File: src/rtl/pcx_pkg.sv
package pcx_pkg;

    localparam int COMP_W      = 8;
    localparam int NUM_CH      = 3;
    localparam int FMT_BE_BIT  = 31;
    localparam int FMT_CNT_LSB = 3;
    localparam int FMT_CNT_W   = 3;

    typedef enum logic [1:0] {
        REG_FMT = 2'd0,
        REG_RED = 2'd1,
        REG_GRN = 2'd2,
        REG_BLU = 2'd3
    } cfg_addr_e;

    typedef struct packed {
        logic [7:0] dflt;
        logic [7:0] width;
        logic [7:0] offset;
    } chan_sel_t;

    typedef struct packed {
        logic                 big_end;
        logic [FMT_CNT_W-1:0] cnt_m1;
    } pix_fmt_t;

    function automatic chan_sel_t sel_reset(int ch);
        chan_sel_t s;
        s.dflt   = 8'd0;
        s.width  = 8'd8;
        s.offset = 8'(ch * 8);
        return s;
    endfunction

endpackage

File: src/rtl/pcx_cfg_regs.sv
module pcx_cfg_regs
    import pcx_pkg::*;
(
    input  logic                          clk,
    input  logic                          rst_n,
    input  logic                          we,
    input  logic [1:0]                    addr,
    input  logic [31:0]                   wdata,
    output pix_fmt_t                      fmt_o,
    output chan_sel_t [NUM_CH-1:0]        sel_o
);

    typedef struct packed {
        pix_fmt_t               fmt;
        chan_sel_t [NUM_CH-1:0] sel;
    } cfg_t;

    cfg_t cfg_d, cfg_q;

    always_comb begin
        cfg_d = cfg_q;
        if (we) begin
            if (cfg_addr_e'(addr) == REG_FMT) begin
                cfg_d.fmt.big_end = wdata[FMT_BE_BIT];
                cfg_d.fmt.cnt_m1  = wdata[FMT_CNT_LSB +: FMT_CNT_W];
            end else begin
                cfg_d.sel[addr - 2'd1] = wdata[23:0];
            end
        end
    end

    always_ff @(posedge clk) begin
        if (!rst_n) begin
            cfg_q.fmt.big_end <= 1'b0;
            cfg_q.fmt.cnt_m1  <= FMT_CNT_W'(3);
            for (int ch = 0; ch < NUM_CH; ch++) begin
                cfg_q.sel[ch] <= sel_reset(ch);
            end
        end else begin
            cfg_q <= cfg_d;
        end
    end

    assign fmt_o = cfg_q.fmt;
    assign sel_o = cfg_q.sel;

    // a write lands in the register by the next edge
    a_r10_fmt_write: assert property (@(posedge clk) disable iff (!rst_n)
        (we && addr == 2'd0) |=> (fmt_o.big_end == $past(wdata[FMT_BE_BIT])
                                  && fmt_o.cnt_m1 == $past(wdata[FMT_CNT_LSB +: FMT_CNT_W])))
        else $error("a_r10_fmt_write");

    for (genvar ch = 0; ch < NUM_CH; ch++) begin : g_sel_chk
        a_r10_sel_write: assert property (@(posedge clk) disable iff (!rst_n)
            (we && addr == 2'(ch + 1)) |=> (sel_o[ch] == $past(wdata[23:0])))
            else $error("a_r10_sel_write");
    end

endmodule

File: src/rtl/pcx_byte_order.sv
module pcx_byte_order
    import pcx_pkg::*;
#(
    parameter int WORD_BYTES = 4
) (
    input  logic [WORD_BYTES*8-1:0] word_i,
    input  pix_fmt_t                fmt_i,
    output logic [WORD_BYTES*8-1:0] word_o
);

    localparam int WORD_W = WORD_BYTES * 8;
    localparam int CNT_W  = FMT_CNT_W + 1;

    logic [CNT_W-1:0] n_bytes;

    always_comb begin
        if (int'(fmt_i.cnt_m1) + 1 > WORD_BYTES) begin
            n_bytes = CNT_W'(WORD_BYTES);
        end else begin
            n_bytes = CNT_W'(fmt_i.cnt_m1) + CNT_W'(1);
        end
    end

    for (genvar i = 0; i < WORD_BYTES; i++) begin : g_byte
        logic [CNT_W-1:0] src_be;
        logic [7:0]       pick_be;
        always_comb begin
            src_be  = n_bytes - CNT_W'(1) - CNT_W'(i);
            pick_be = '0;
            for (int k = 0; k < WORD_BYTES; k++) begin
                if (src_be == CNT_W'(k)) begin
                    pick_be = word_i[8*k +: 8];
                end
            end
        end
        assign word_o[8*i +: 8] = (CNT_W'(i) >= n_bytes) ? 8'd0 :
                                  (fmt_i.big_end ? pick_be : word_i[8*i +: 8]);
    end

    // nothing past the configured byte count reaches the extractor
    always_comb begin
        for (int i = 0; i < WORD_BYTES; i++) begin
            if (CNT_W'(i) >= n_bytes) begin
                a_r3_upper_zero: assert (word_o[8*i +: 8] == 8'd0)
                    else $error("a_r3_upper_zero");
            end
        end
    end

    logic unused_w;
    assign unused_w = ^{WORD_W'(0)};

endmodule

File: src/rtl/pcx_chan_extract.sv
module pcx_chan_extract
    import pcx_pkg::*;
#(
    parameter int WORD_W = 32
) (
    input  logic [WORD_W-1:0] word_i,
    input  chan_sel_t         sel_i,
    output logic [COMP_W-1:0] comp_o
);

    logic [WORD_W-1:0] low_fld;
    logic [WORD_W-1:0] top_fld;
    logic [9:0]        top_sh;

    function automatic logic [7:0] widen(logic [6:0] f, logic [2:0] w);
        logic [7:0] r;
        case (w)
            3'd1:    r = {8{f[0]}};
            3'd2:    r = {4{f[1:0]}};
            3'd3:    r = {f[2:0], f[2:0], f[2:1]};
            3'd4:    r = {2{f[3:0]}};
            3'd5:    r = {f[4:0], f[4:2]};
            3'd6:    r = {f[5:0], f[5:4]};
            3'd7:    r = {f[6:0], f[6]};
            default: r = 8'd0;
        endcase
        return r;
    endfunction

    always_comb begin
        top_sh  = {2'b0, sel_i.offset} + {2'b0, sel_i.width} - 10'd8;
        low_fld = word_i >> sel_i.offset;
        top_fld = word_i >> top_sh;
        if (sel_i.width == 8'd0) begin
            comp_o = sel_i.dflt;
        end else if (sel_i.width >= 8'd8) begin
            comp_o = top_fld[7:0];
        end else begin
            comp_o = widen(low_fld[6:0], sel_i.width[2:0]);
        end
    end

endmodule

File: src/rtl/pix_chan_unpack.sv
module pix_chan_unpack
    import pcx_pkg::*;
#(
    parameter int WORD_BYTES = 4
) (
    input  logic        clk,
    input  logic        rst_n,
    input  logic        cfg_we,
    input  logic [1:0]  cfg_addr,
    input  logic [31:0] cfg_wdata,
    input  logic        pix_vld,
    input  logic [WORD_BYTES*8-1:0] pix_word,
    output logic        comp_vld,
    output logic [7:0]  comp_r,
    output logic [7:0]  comp_g,
    output logic [7:0]  comp_b
);

    localparam int WORD_W = WORD_BYTES * 8;

    typedef struct packed {
        logic                   vld;
        logic [WORD_W-1:0]      word;
        chan_sel_t [NUM_CH-1:0] sel;
    } stage1_t;

    typedef struct packed {
        logic                         vld;
        logic [NUM_CH-1:0][COMP_W-1:0] comp;
    } stage2_t;

    typedef struct packed {
        stage1_t s1;
        stage2_t s2;
    } pipe_t;

    pix_fmt_t               fmt_q;
    chan_sel_t [NUM_CH-1:0] sel_q;
    logic [WORD_W-1:0]      ordered;
    logic [NUM_CH-1:0][COMP_W-1:0] comp_c;
    pipe_t                  pipe_d, pipe_q;

    pcx_cfg_regs u_regs (
        .clk   (clk),
        .rst_n (rst_n),
        .we    (cfg_we),
        .addr  (cfg_addr),
        .wdata (cfg_wdata),
        .fmt_o (fmt_q),
        .sel_o (sel_q)
    );

    pcx_byte_order #(.WORD_BYTES(WORD_BYTES)) u_order (
        .word_i (pix_word),
        .fmt_i  (fmt_q),
        .word_o (ordered)
    );

    for (genvar ch = 0; ch < NUM_CH; ch++) begin : g_chan
        pcx_chan_extract #(.WORD_W(WORD_W)) u_ext (
            .word_i (pipe_q.s1.word),
            .sel_i  (pipe_q.s1.sel[ch]),
            .comp_o (comp_c[ch])
        );
    end

    always_comb begin
        pipe_d        = pipe_q;
        pipe_d.s1.vld = pix_vld;
        if (pix_vld) begin
            pipe_d.s1.word = ordered;
            pipe_d.s1.sel  = sel_q;
        end
        pipe_d.s2.vld = pipe_q.s1.vld;
        if (pipe_q.s1.vld) begin
            pipe_d.s2.comp = comp_c;
        end
    end

    always_ff @(posedge clk) begin
        if (!rst_n) begin
            pipe_q <= '0;
        end else begin
            pipe_q <= pipe_d;
        end
    end

    assign comp_vld = pipe_q.s2.vld;
    assign comp_r   = pipe_q.s2.comp[0];
    assign comp_g   = pipe_q.s2.comp[1];
    assign comp_b   = pipe_q.s2.comp[2];

    // valid walks through both stages, one per edge
    a_r2_enter: assert property (@(posedge clk) disable iff (!rst_n)
        pix_vld |=> pipe_q.s1.vld) else $error("a_r2_enter");
    a_r2_leave: assert property (@(posedge clk) disable iff (!rst_n)
        pipe_q.s1.vld |=> comp_vld) else $error("a_r2_leave");
    a_r2_idle: assert property (@(posedge clk) disable iff (!rst_n)
        !pipe_q.s1.vld |=> !comp_vld) else $error("a_r2_idle");

    // no new result means no output movement
    a_r11_hold: assert property (@(posedge clk) disable iff (!rst_n)
        !pipe_q.s1.vld |=> ($stable(comp_r) && $stable(comp_g) && $stable(comp_b)))
        else $error("a_r11_hold");

    // the select copy only moves when a pixel is taken
    a_r10_snapshot: assert property (@(posedge clk) disable iff (!rst_n)
        !pix_vld |=> $stable(pipe_q.s1.sel)) else $error("a_r10_snapshot");

    // zero width passes the fallback value through
    a_r7_fallback_r: assert property (@(posedge clk) disable iff (!rst_n)
        (pipe_q.s1.vld && pipe_q.s1.sel[0].width == 8'd0) |=> comp_r == $past(pipe_q.s1.sel[0].dflt))
        else $error("a_r7_fallback_r");
    a_r7_fallback_g: assert property (@(posedge clk) disable iff (!rst_n)
        (pipe_q.s1.vld && pipe_q.s1.sel[1].width == 8'd0) |=> comp_g == $past(pipe_q.s1.sel[1].dflt))
        else $error("a_r7_fallback_g");
    a_r7_fallback_b: assert property (@(posedge clk) disable iff (!rst_n)
        (pipe_q.s1.vld && pipe_q.s1.sel[2].width == 8'd0) |=> comp_b == $past(pipe_q.s1.sel[2].dflt))
        else $error("a_r7_fallback_b");

endmodule

File: config.mk
export PLATFORM = sky130hd
export DESIGN_NAME = pix_chan_unpack
export DESIGN_NICKNAME = d
export VERILOG_FILES = /design/src/rtl/pcx_pkg.sv /design/src/rtl/pcx_cfg_regs.sv /design/src/rtl/pcx_byte_order.sv /design/src/rtl/pcx_chan_extract.sv /design/src/rtl/pix_chan_unpack.sv
export SDC_FILE = /design/constraint.sdc
export NUM_CORES = 1
export LEC_CHECK = 0
export BUFFER_PORTS_ARGS = -buffer_cell sky130_fd_sc_hd__buf_2
export CAP_MARGIN = 20
export CORE_ASPECT_RATIO = 1.2
export CORE_MARGIN = 2
export CORE_UTILIZATION = 33
export CTS_CLUSTER_DIAMETER = 200
export DETAILED_ROUTE_END_ITERATION = 7
export GPL_TIMING_DRIVEN = 0
export HOLD_SLACK_MARGIN = 0.05
export SLEW_MARGIN = 20
export SYNTH_ARGS = -nofsm -noshare
export SYNTH_HDL_FRONTEND = slang
export SYNTH_SLANG_ARGS = --single-unit
File: constraint.sdc
create_clock -name clk -period 8.9 [get_ports clk]
set_clock_uncertainty 0.05 [all_clocks]
set_input_delay 1.78 -clock clk [delete_from_list [all_inputs] [get_ports clk]]
set_output_delay 1.78 -clock clk [all_outputs]
set_load 0.02 [all_outputs]
==> results of run 1 <==
==> cell type report <==
class | count | share of cell area (%)
buffer | 253 | 4.817
clock buffer | 33 | 3.242
clock inverter | 11 | 0.7311
inverter | 61 | 1.037
multi-input combinational | 1818 | 65.00
sequential | 206 | 18.68
tap | 800 | 4.534
timing repair buffer | 86 | 1.961
==> how the worst min path moves through the flow <==
stage	start	end	slack, ps
after floorplan	u_regs.sel_o[27]	u_regs.sel_o[27]	390
after global placement	u_regs.sel_o[70]	u_regs.sel_o[70]	400
after detailed placement	u_regs.sel_o[71]	u_regs.sel_o[71]	410
after CTS	u_regs.sel_o[15]	u_regs.sel_o[15]	420
after global routing	u_regs.sel_o[61]	u_regs.sel_o[61]	450
final	u_regs.sel_o[15]	u_regs.sel_o[15]	420
==> cells by family after synthesis <==
group | count (synthesis)
adder cells (fa/ha/maj) | 33
buffers and inverters | 314
flip-flops | 206
AND/OR/NAND/NOR | 786
multiplexers | 391
AO/OA/AOI/OAI | 591
XOR/XNOR | 17
==> placed cells by master, fill, tap and decap left out, types with 54 or more instances in the layout <==
cell      netlist  layout
a21boi_0       69      69
a21oi_1        92      92
buf_2          35     120
clkbuf_1      180     181
dfxtp_1       206     206
mux2_2         54      54
mux2i_1       200     200
mux4_2        137     137
nand2_1       286     286
nand3_1        58      58
nor2_1        133     133
nor2b_1       109     109
o21ai_0        81      81
==> critical path: stages (launching register included) <==
cell and delay, ps:
dfxtp_1 490, ha_1 310, a211oi_4 400, nor2_1 140, nor2_1 460, inv_1 150, clkbuf_1 370, ha_1 400
or3_1 380, a311oi_1 320, a311oi_2 140, or3_1 420, buf_6 150, nor3_1 460, o31a_1 190
==> power breakdown <==
| part | switching [mW] | internal, mW | total, mW | leakage [nW] |
|---|---|---|---|---|
| registers | 0.0466 | 0.956 | 1.00 | 1.68 |
| logic | 0.525 | 0.297 | 0.822 | 5.55 |
| clock network | 0.464 | 0.656 | 1.12 | 0.427 |
==> flip-flops by register name, indices dropped and copies added (netlist names) <==
name	count
u_regs.sel_o	72
pipe_q	104
u_regs.fmt_o	4
comp_vld	1
comp_g	8
comp_b	8
pipe_d	1
comp_r	8
==> per-stage QoR <==
step | worst slack (ps) | instance area [sq um] | power (mW) | util [%] | instances
2_1_floorplan | 5213 | 19750 | 1.514 | - | 2338
3_3_place_gp | 4079 | 21170 | 1.807 | 35.68 | 3223
3_5_place_dp | 4072 | 21200 | 1.809 | 35.72 | 3224
4_1_cts | 4042 | 22080 | 2.921 | 37.20 | 3268
5_1_grt | 3692 | 22080 | 3.031 | 37.20 | 3268
6_report | 4016 | 22080 | 2.944 | 37.20 | 3268
==> Yosys cell counts, drive strengths merged, types with 10 or more instances <==
cell type / number / area [sq um]
ha: 29 / 362.9
a32oi: 10 / 87.58
or2: 11 / 68.82
a31oi: 26 / 162.7
a21oi: 92 / 460.4
nor2b: 109 / 681.9
dfxtp: 206 / 4124
o211ai: 31 / 232.7
and3: 16 / 101.4
and2: 36 / 225.2
or3: 10 / 67.56
xnor2: 10 / 87.58
o21a: 21 / 157.7
a21boi: 69 / 518.0
o31ai: 10 / 88.83
a221oi: 33 / 295.3
nand2: 286 / 1074
o22ai: 24 / 150.1
mux4: 137 / 3085
nand3: 58 / 290.3
buf: 71 / 374.1
o32ai: 15 / 131.4
mux2i: 200 / 2002
clkbuf: 182 / 688.2
nand2b: 17 / 106.4
nor4: 13 / 81.33
mux2: 54 / 608.1
inv: 52 / 195.2
a311oi: 15 / 143.9
a22oi: 17 / 132.6
a221o: 10 / 100.1
nor2: 133 / 499.2
nand4: 19 / 118.9
nor3: 49 / 255.3
o21ai: 86 / 430.4
a211oi: 31 / 245.2
==> routing by layer <==
metal / vias up / wire length (microns)
met5: - / 0
met4: 0 / 6933
met3: 320 / 7956
met2: 1285 / 41110
met1: 10066 / 35650
li1: 9006 / -
==> summary.md, run 1 <==
| Metric | Value |
|---|---|
| Status | finished, final reports clean |
| CP startpoint | pipe_q[26] |
| Total Routing Usage GR | 29.05% |
| Core area | a little under 0.06 sq mm |
| Ports | 95 |
| Clk pin slew, worst setup/hold paths | roughly 70 ps |
| Vias in the first global route | 19,826 |
| Global route overflow | 0 |
| WL final | between 90 and 100 mm |
| DRT iter0 DRCs | 2,478 |
| Worst skew pair latency | approximately 600 ps |
| Via/cell ratio | 6.327 |
| Async S/R FF share, synth | 0% |
| Cts repair resizes | 0 |
| Synth Warn # | 0 |
| Mapped Cells | between 2,000 and 2,500 |
| Via count | 20,677 |
| Grt peak-use layer | met2 |
| Post-route DRC | 0 |
| Multi-input gate area | 0.01435 sq mm |
| Max Fclk | around 200 MHz |
| Met3 usage | 5.092% |
| Count of final setup violators | 0 |
| Slew at the pin closest to its max-slew limit | 1199 ps |
| EDFF count, synth | 0 |
| Final Max Slew Viols | 0 |
| Port Buf Inserts | 85 |
| Largest family of logic cells by synthesized area | multiplexers |
| Die Wd | between 200 and 250 microns |
| Req. time, crit path | about 9400 ps |
| Area added between synthesis and finish | 11.80% |
| Synth Area in Compound Gates | 21.55% |
| CP max FO | 10 |
| Clk buf depth | 3 |
| #FFs+latches synth | 206 |
| Root buffer cell | clkbuf_16 |
| Post-Synth Adder-Cell Area | roughly 2.2% |
| Synth Area in Simple Gates | 19.24% |
| DRT Pass-1 Iters | 6 |
| HPWL Detailed | slightly below 70 mm |
| Hold Path Depth | 2 |
| Final period util | 54.88% |
| Avg Inst Size Synth | around 8.4 sq um |
| CP Capture Point | comp_r[4] |
| Reg-to-Reg End | comp_r[4] |
| ANT nets after route | 0 |
| Fin crit period | just under 5000 ps |
| Relative max-transition margin | 20.05% |
| Hold WS | 422.2 ps |
| Final hold vios | 0 |
| Initial Utilization | 33.28% |
| Hold-fix buffers, CTS | 0 |
| CTS Buf Count | 25 |
| Static Leak | 7.656 nW |
| Post-CTS setup buffer count | 0 |
| Reg-to-reg setup timing slack | 4020 ps |
| Post-Syn Area | ~0.02 sq mm |
| CTS sink count | 206 |
| H-tree depth | 1 |
| R2R Path Start | pipe_q[26] |
| Power Density | 133.4 mW/mm^2 |
| FF+latch area | ~0.0041 sq mm |
| Largest net degree at the start of global routing | 14 |
| Cell variety after synth | 94 |
| First-pass GRT wire length | roughly 130 mm |
| Antenna violations before repair | 1 |
| Prevailing post-synth register cell | dfxtp_1 |
| GR Util met1 | between 30 and 40% |
| Worst hold path class | flip-flop to flip-flop |
| Die area | 0.06182 sq mm |
| Nets@finish | 2,553 |
| Syn nets | 2,440 |
| Mux cell area share after synthesis | 28.84% |
| VDD IR-drop max | around 0.00014 V |
| Rows | 98 |
| CP Data Arrival Time | approximately 5400 ps |
| Die height | 272.0 microns |
| CTS tree | built |
| FILL cells | 6,165 |
| RSZ-0062 raised after global routing | no |
| Crit end category | flip-flop |
| Sequential area share after synthesis | about a fifth |
| Share of cells above drive strength 1 | between 15 and 20% |
| Met2 Track Usage GR | between 40% and 50% |
| Startpoint Class | flip-flop |
| Final Wtd Congestion | 1.015 |
| WL/cell | 28.04 microns |
| Final setup TNS | 0 ps |
| # diodes | 0 |
| Worst reg-to-reg path cell count | 14 |
| XOR/XNOR share of the synthesized area | less than 1% |
| Total of max-cap violations | 0 |
| Setup CP Type | flip-flop to flip-flop |
No activity file was read; power rests on OpenSTA's default activity.
==> run 2: changes to the inputs <==
==> constraint.sdc (replaced) <==
create_clock -name clk -period 5.1 [get_ports clk]
set_clock_uncertainty 0.05 [all_clocks]
set_input_delay 1.02 -clock clk [delete_from_list [all_inputs] [get_ports clk]]
set_output_delay 1.02 -clock clk [all_outputs]
set_load 0.02 [all_outputs]
==> summary.md, run 2 (synthesis gave the netlist of run 1 again) <==
| Metric | Value |
|---|---|
| Status | finished, final reports clean |
| WL final | 91.58 mm |
| Total chip power | 5.133 mW |
| Root buffer cell | clkbuf_16 |
| Final setup TNS | 0 ps |
| Delay-heaviest family, CP | simple AND/OR/NAND/NOR gates |
| Most common cell after layout, fill and taps aside | nand2_1 |
| Largest net degree at the start of global routing | 14 |
| Slowest cell on crit path | dfxtp_1 |
| Worst skew pair latency | 600 ps |
| Worst hold path class | flip-flop to flip-flop |
| Buf+Inv Stages, Crit Path | 3 |
| CTS sink count | 206 |
| Relative max-transition margin | 19.98% |
| Nets@finish | 2,553 |
| Via/cell ratio | 6.334 |
| Reg-to-Reg End | comp_r[4] |
| Initial Utilization | 33.28% |
| Setup CP Type | flip-flop to flip-flop |
| Clk pin slew, worst setup/hold paths | 70 ps |
| VDD IR-drop max | 0.0002426 V |
| Die Wd | 227.3 microns |
| Global route overflow | 0 |
| Crit end category | flip-flop |
| Area added between synthesis and finish | 11.81% |
| Post-route DRC | 0 |
| Biggest register | pipe_q |
| Hold-fix buffers, CTS | 0 |
| HPWL Detailed | 69.27 mm |
| Reg-to-reg setup timing slack | roughly 380 ps |
| Final hold vios | 0 |
| Most frequent cells in the layout | nand2_1 (286), dfxtp_1 (206), mux2i_1 (200), clkbuf_1 (181), mux4_2 (137) |
| Share of cells above drive strength 1 | 16.25% |
| # diodes | 0 |
| Vias in the first global route | 19,826 |
| Die area | 0.06182 sq mm |
| DRT iter0 DRCs | 2,556 |
| Final Wtd Congestion | 1.015 |
| Final design utilization | 37.20% |
| Total of max-cap violations | 0 |
| Ports | 95 |
| Slew at the pin closest to its max-slew limit | 1200 ps |
| FF+latch area | a little over 0.004 sq mm |
| Fin crit period | 4720 ps |
| First-pass GRT wire length | 133.5 mm |
| Final Max Slew Viols | 0 |
| Design area | 0.02208 sq mm |
| Stages on the worst setup path | 14 |
| ANT nets after route | 0 |
| H-tree depth | 1 |
| DRT Pass-1 Iters | 6 |
| Clk buf depth | 3 |
| Die height | approximately 270 microns |
| Post-Place Cell Area | 0.02120 sq mm |
| Post-Place Worst Slack | 271.6 ps |
| Startpoint Class | flip-flop |
| Static Leak | about 7.7 nW |
| R2R Path Start | pipe_q[26] |
| Post-route setup slack | 380.1 ps |
| Rows | between 90 and 100 |
| CTS tree | built |
| Port Buf Inserts | 85 |
| Worst reg-to-reg path cell count | 14 |
| Power Density | 232.5 mW/mm^2 |
| Via count | 20,700 |
| CP Capture Point | comp_r[4] |
| Multi-input gate area | 0.01435 sq mm |
| WL/cell | 28.02 microns |
| Req. time, crit path | around 5600 ps |
| Core area | 0.05935 sq mm |
| FILL cells | 6,164 |
| CP Data Arrival Time | 5220 ps |
| Post-CTS setup buffer count | 0 |
| Count of final setup violators | 0 |
| CP peak stage delay | roughly 500 ps |
| CP max FO | 10 |
| Antenna violations before repair | 1 |
| CTS Buf Count | 25 |
| Total Routing Usage GR | slightly below 30% |
| Final period util | 92.55% |
| Crit path cell chain | ha_1 > a211oi_4 > nor2_1 > nor2_2 > inv_1 > clkbuf_1 > ha_1 > or3_1 > a311oi_1 > a311oi_2 > or3_1 > buf_6 > nor3_1 > o31a_1 |
| Max reg flops | roughly 100 |
| CP startpoint | pipe_q[26] |
| RSZ-0062 raised after global routing | no |
| Max Fclk | about 210 MHz |
-- run 2: cell counts in the layout (fill, tap and decap cells not counted) --
Identical to the previous run, type by type.
-- run 2: worst min path at each step --
stage                startpoint                to  cells past startpoint
2_1_floorplan  u_regs.sel_o[27]  u_regs.sel_o[27]                      2
3_3_place_gp   u_regs.sel_o[70]  u_regs.sel_o[70]                      2
3_5_place_dp   u_regs.sel_o[71]  u_regs.sel_o[71]                      2
4_1_cts        u_regs.sel_o[15]  u_regs.sel_o[15]                      2
5_1_grt        u_regs.sel_o[61]  u_regs.sel_o[61]                      2
6_report       u_regs.sel_o[15]  u_regs.sel_o[15]                      2
-- run 2: power by group --
group	total (mW)	switching, mW	internal [mW]
registers	1.75	0.0814	1.67
logic	1.43	0.916	0.518
clock network	1.95	0.805	1.14
total	5.13	1.80	3.33
-- run 2: metal layers --
| metal | global-route usage (%) | up-vias | routed length (microns) |
|---|---|---|---|
| met5 | 0 | - | 0 |
| met4 | 18.71 | 0 | 6925 |
| met3 | 5.092 | 322 | 8028 |
| li1 | - | 9010 | - |
| met1 | 36.61 | 10102 | 35570 |
| met2 | 45.64 | 1266 | 41050 |
-- run 2: area by class of cell --
| type | instances | area share, % |
|---|---|---|
| multi-input cells | 1818 | 65.00 |
| flip-flops and latches | 206 | 18.68 |
| plain buffers | 253 | 4.817 |
| well taps | 800 | 4.533 |
| clock buffers | 33 | 3.241 |
| repair buffers | 86 | 1.961 |
| inverters | 61 | 1.037 |
| clock inverters | 11 | 0.7310 |
-- run 2: what timing repair did --
item	4_1_cts	5_1_grt
gates resized for setup	0	1
setup endpoints to repair	0	1
hold endpoints to repair	0	0
-- run 2: through the flow --
step | hold WS [ps] | cells
6_report | 421.4 | 3268
4_1_cts | 424.8 | 3268
5_1_grt | 446.6 | 3268
3_5_place_dp | 413.9 | 3224
3_3_place_gp | 402.1 | 3223
2_1_floorplan | 390.3 | 2338
-- run 2: worst register-to-register path: stages, from the launching register on --
cell and delay, ps:
dfxtp_1 490, ha_1 320, a211oi_4 390, nor2_1 150, nor2_2 330, inv_1 130, clkbuf_1 360, ha_1 400
or3_1 380, a311oi_1 320, a311oi_2 140, or3_1 420, buf_6 150, nor3_1 460, o31a_1 190
==> run 3: changes to the inputs <==
--- a/config.mk
+++ b/config.mk
@@ -7,7 +7,6 @@
 export LEC_CHECK = 0
 export BUFFER_PORTS_ARGS = -buffer_cell sky130_fd_sc_hd__buf_2
 export CAP_MARGIN = 20
-export CORE_ASPECT_RATIO = 1.2
 export CORE_MARGIN = 2
 export CORE_UTILIZATION = 33
 export CTS_CLUSTER_DIAMETER = 200
==> summary.md, run 3 (synthesis gave the netlist of run 1 again) <==
| Metric | Value |
|---|---|
| Hold_sp | u_regs.sel_o[70] |
| Die area | 0.06181 sq mm |
| Rows | between 80 and 90 |
| Failing checks | design-rule violations |
| Most common cell after layout, fill and taps aside | nand2_1 |
| Final design utilization | ~37% |
| CTS Buf Count | 26 |
| Setup CP Type | flip-flop to flip-flop |
| Post-CTS setup buffer count | 0 |
| Slowest cell on crit path | clkbuf_1 |
| CTS sink count | just over 200 |
| Final hold vios | 0 |
| Vias in the first global route | about 20,000 |
| CTS tree | built |
| Power Density | 231.0 mW/mm^2 |
| ANT nets after route | 0 |
| Design area | 0.02205 sq mm |
| Final setup TNS | 0 ps |
| CP Data Arrival Time | 5060 ps |
| Worst skew pair latency | approximately 600 ps |
| Hold Path Depth | 2 |
| RSZ-0062 raised after global routing | no |
| Hold-fix buffers, CTS | 0 |
| Total of max-cap violations | 0 |
| Antenna violations before repair | 4 |
| Reg-to-Reg End | comp_r[5] |
| Max reg flops | 104 |
| Clk pin slew, worst setup/hold paths | ~70 ps |
| Clk buf depth | 3 |
| Port Buf Inserts | 85 |
| DRT Pass-1 Iters | 8 |
| Biggest register | pipe_q |
| H-tree depth | 1 |
| R2R Path Start | pipe_q[25] |
| Via/cell ratio | 6.389 |
| Via count | 20,726 |
| DRT iter0 DRCs | 2,503 |
| Reg-to-reg setup timing slack | 510 ps |
| Nets@finish | 2,554 |
| Initial Utilization | about a third |
| WL final | 89.90 mm |
| Fin crit period | 4594 ps |
| Dpl cells | 3,197 |
| Buf+Inv Stages, Crit Path | 3 |
| First-pass GRT wire length | 132.0 mm |
| Worst reg-to-reg path cell count | 12 |
| Share of cells above drive strength 1 | 16.32% |
| Worst hold path class | flip-flop to flip-flop |
| Hold worst-path end | u_regs.sel_o[70] |
| Die Wd | 248.6 microns |
| Max Fclk | 217.7 MHz |
| Slew at the pin closest to its max-slew limit | 1145 ps |
| Startpoint Class | flip-flop |
| Crit end category | flip-flop |
| Ports | 95 |
| Most frequent cells in the layout | nand2_1 (286), dfxtp_1 (206), mux2i_1 (200), clkbuf_1 (180), mux4_2 (137) |
| WL/cell | 27.71 microns |
| Die height | 248.6 microns |
| Cts repair resizes | 0 |
| Root buffer cell | clkbuf_16 |
| Final Max Slew Viols | 0 |
| CP peak stage delay | around 560 ps |
| Final Wtd Congestion | 1.002 |
| Core area | 0.05913 sq mm |
| Global route overflow | 0 |
| Delay-heaviest family, CP | compound AO/OA/AOI/OAI gates |
| CP max FO | 10 |
| Status | finished, violations left |
| Count of final setup violators | 0 |
| Total chip power | 5.095 mW |
| Crit path cell chain | ha_1 > fa_1 > clkbuf_1 > clkbuf_1 > buf_1 > a211oi_1 > a21oi_1 > a21oi_1 > a311oi_1 > o221ai_1 > o2bb2a_1 > o21ai_0 |
| HPWL Detailed | 67.81 mm |
| Relative max-transition margin | 23.66% |
| Total Routing Usage GR | 28.02% |
| VDD IR-drop max | 0.0002228 V |
| Post-route insts no fill | 3,244 |
| Final period util | 90.07% |
| Area added between synthesis and finish | 11.68% |
| Post-Place Worst Slack | roughly 550 ps |
| Static Leak | 7.653 nW |
| Post-route DRC | 6 |
| Largest net degree at the start of global routing | 16 |
| FILL cells | 6,130 |
| Req. time, crit path | 5570 ps |
| Post-route setup slack | roughly 510 ps |
| Hold WS | 417.5 ps |
| Post-Place Cell Area | roughly 0.021 sq mm |
[run 3: where the power goes]
group / leakage [nW] / switching (mW) / total [mW] / internal, mW
clock: 0.424 / 0.837 / 1.91 / 1.08
sequential: 1.68 / 0.0777 / 1.75 / 1.67
combinational: 5.55 / 0.917 / 1.43 / 0.517
total: 7.65 / 1.83 / 5.09 / 3.26
[run 3: worst max-delay path by stage]
stage / to / slack [ps] / depth (start not counted) / startpoint
after global placement: comp_r[4] / 560 / 15 / pipe_q[35]
after CTS: comp_r[4] / 530 / 15 / pipe_q[35]
after floorplan: comp_r[0] / 1410 / 14 / pipe_q[26]
after detailed placement: comp_r[4] / 550 / 15 / pipe_q[35]
after global routing: comp_b[2] / 160 / 14 / pipe_q[74]
final: comp_r[5] / 510 / 12 / pipe_q[25]
[run 3: layout make-up]
type	instances	area (sq um)	share of cell area, %
Inverter	61	229.0	1.038
Multi-Input combinational cell	1818	14350	65.07
Timing Repair Buffer	86	432.9	1.963
Buffer	253	1064	4.822
Sequential cell	206	4124	18.70
Tap cell	773	967.2	4.386
Clock inverter	18	216.5	0.9815
Clock buffer	28	668.1	3.030
Antenna cell	1	2.502	0.01135
[run 3: per-layer routing]
metal	GRT usage, %	share of wire, %	vias up
met2	43.65	44	1341
li1	-	-	8998
met3	5.517	10	280
met4	13.54	5.8	0
met1	37.13	40	10107
met5	0.3089	0	-
[run 3: worst reg2reg max path, delay by kind of cell, from the launching register on]
family | cells | cell delay, ps
compound gates | 7 | 1730
buf+inv | 3 | 1510
fa+ha+maj | 2 | 810
flops | 1 | 420
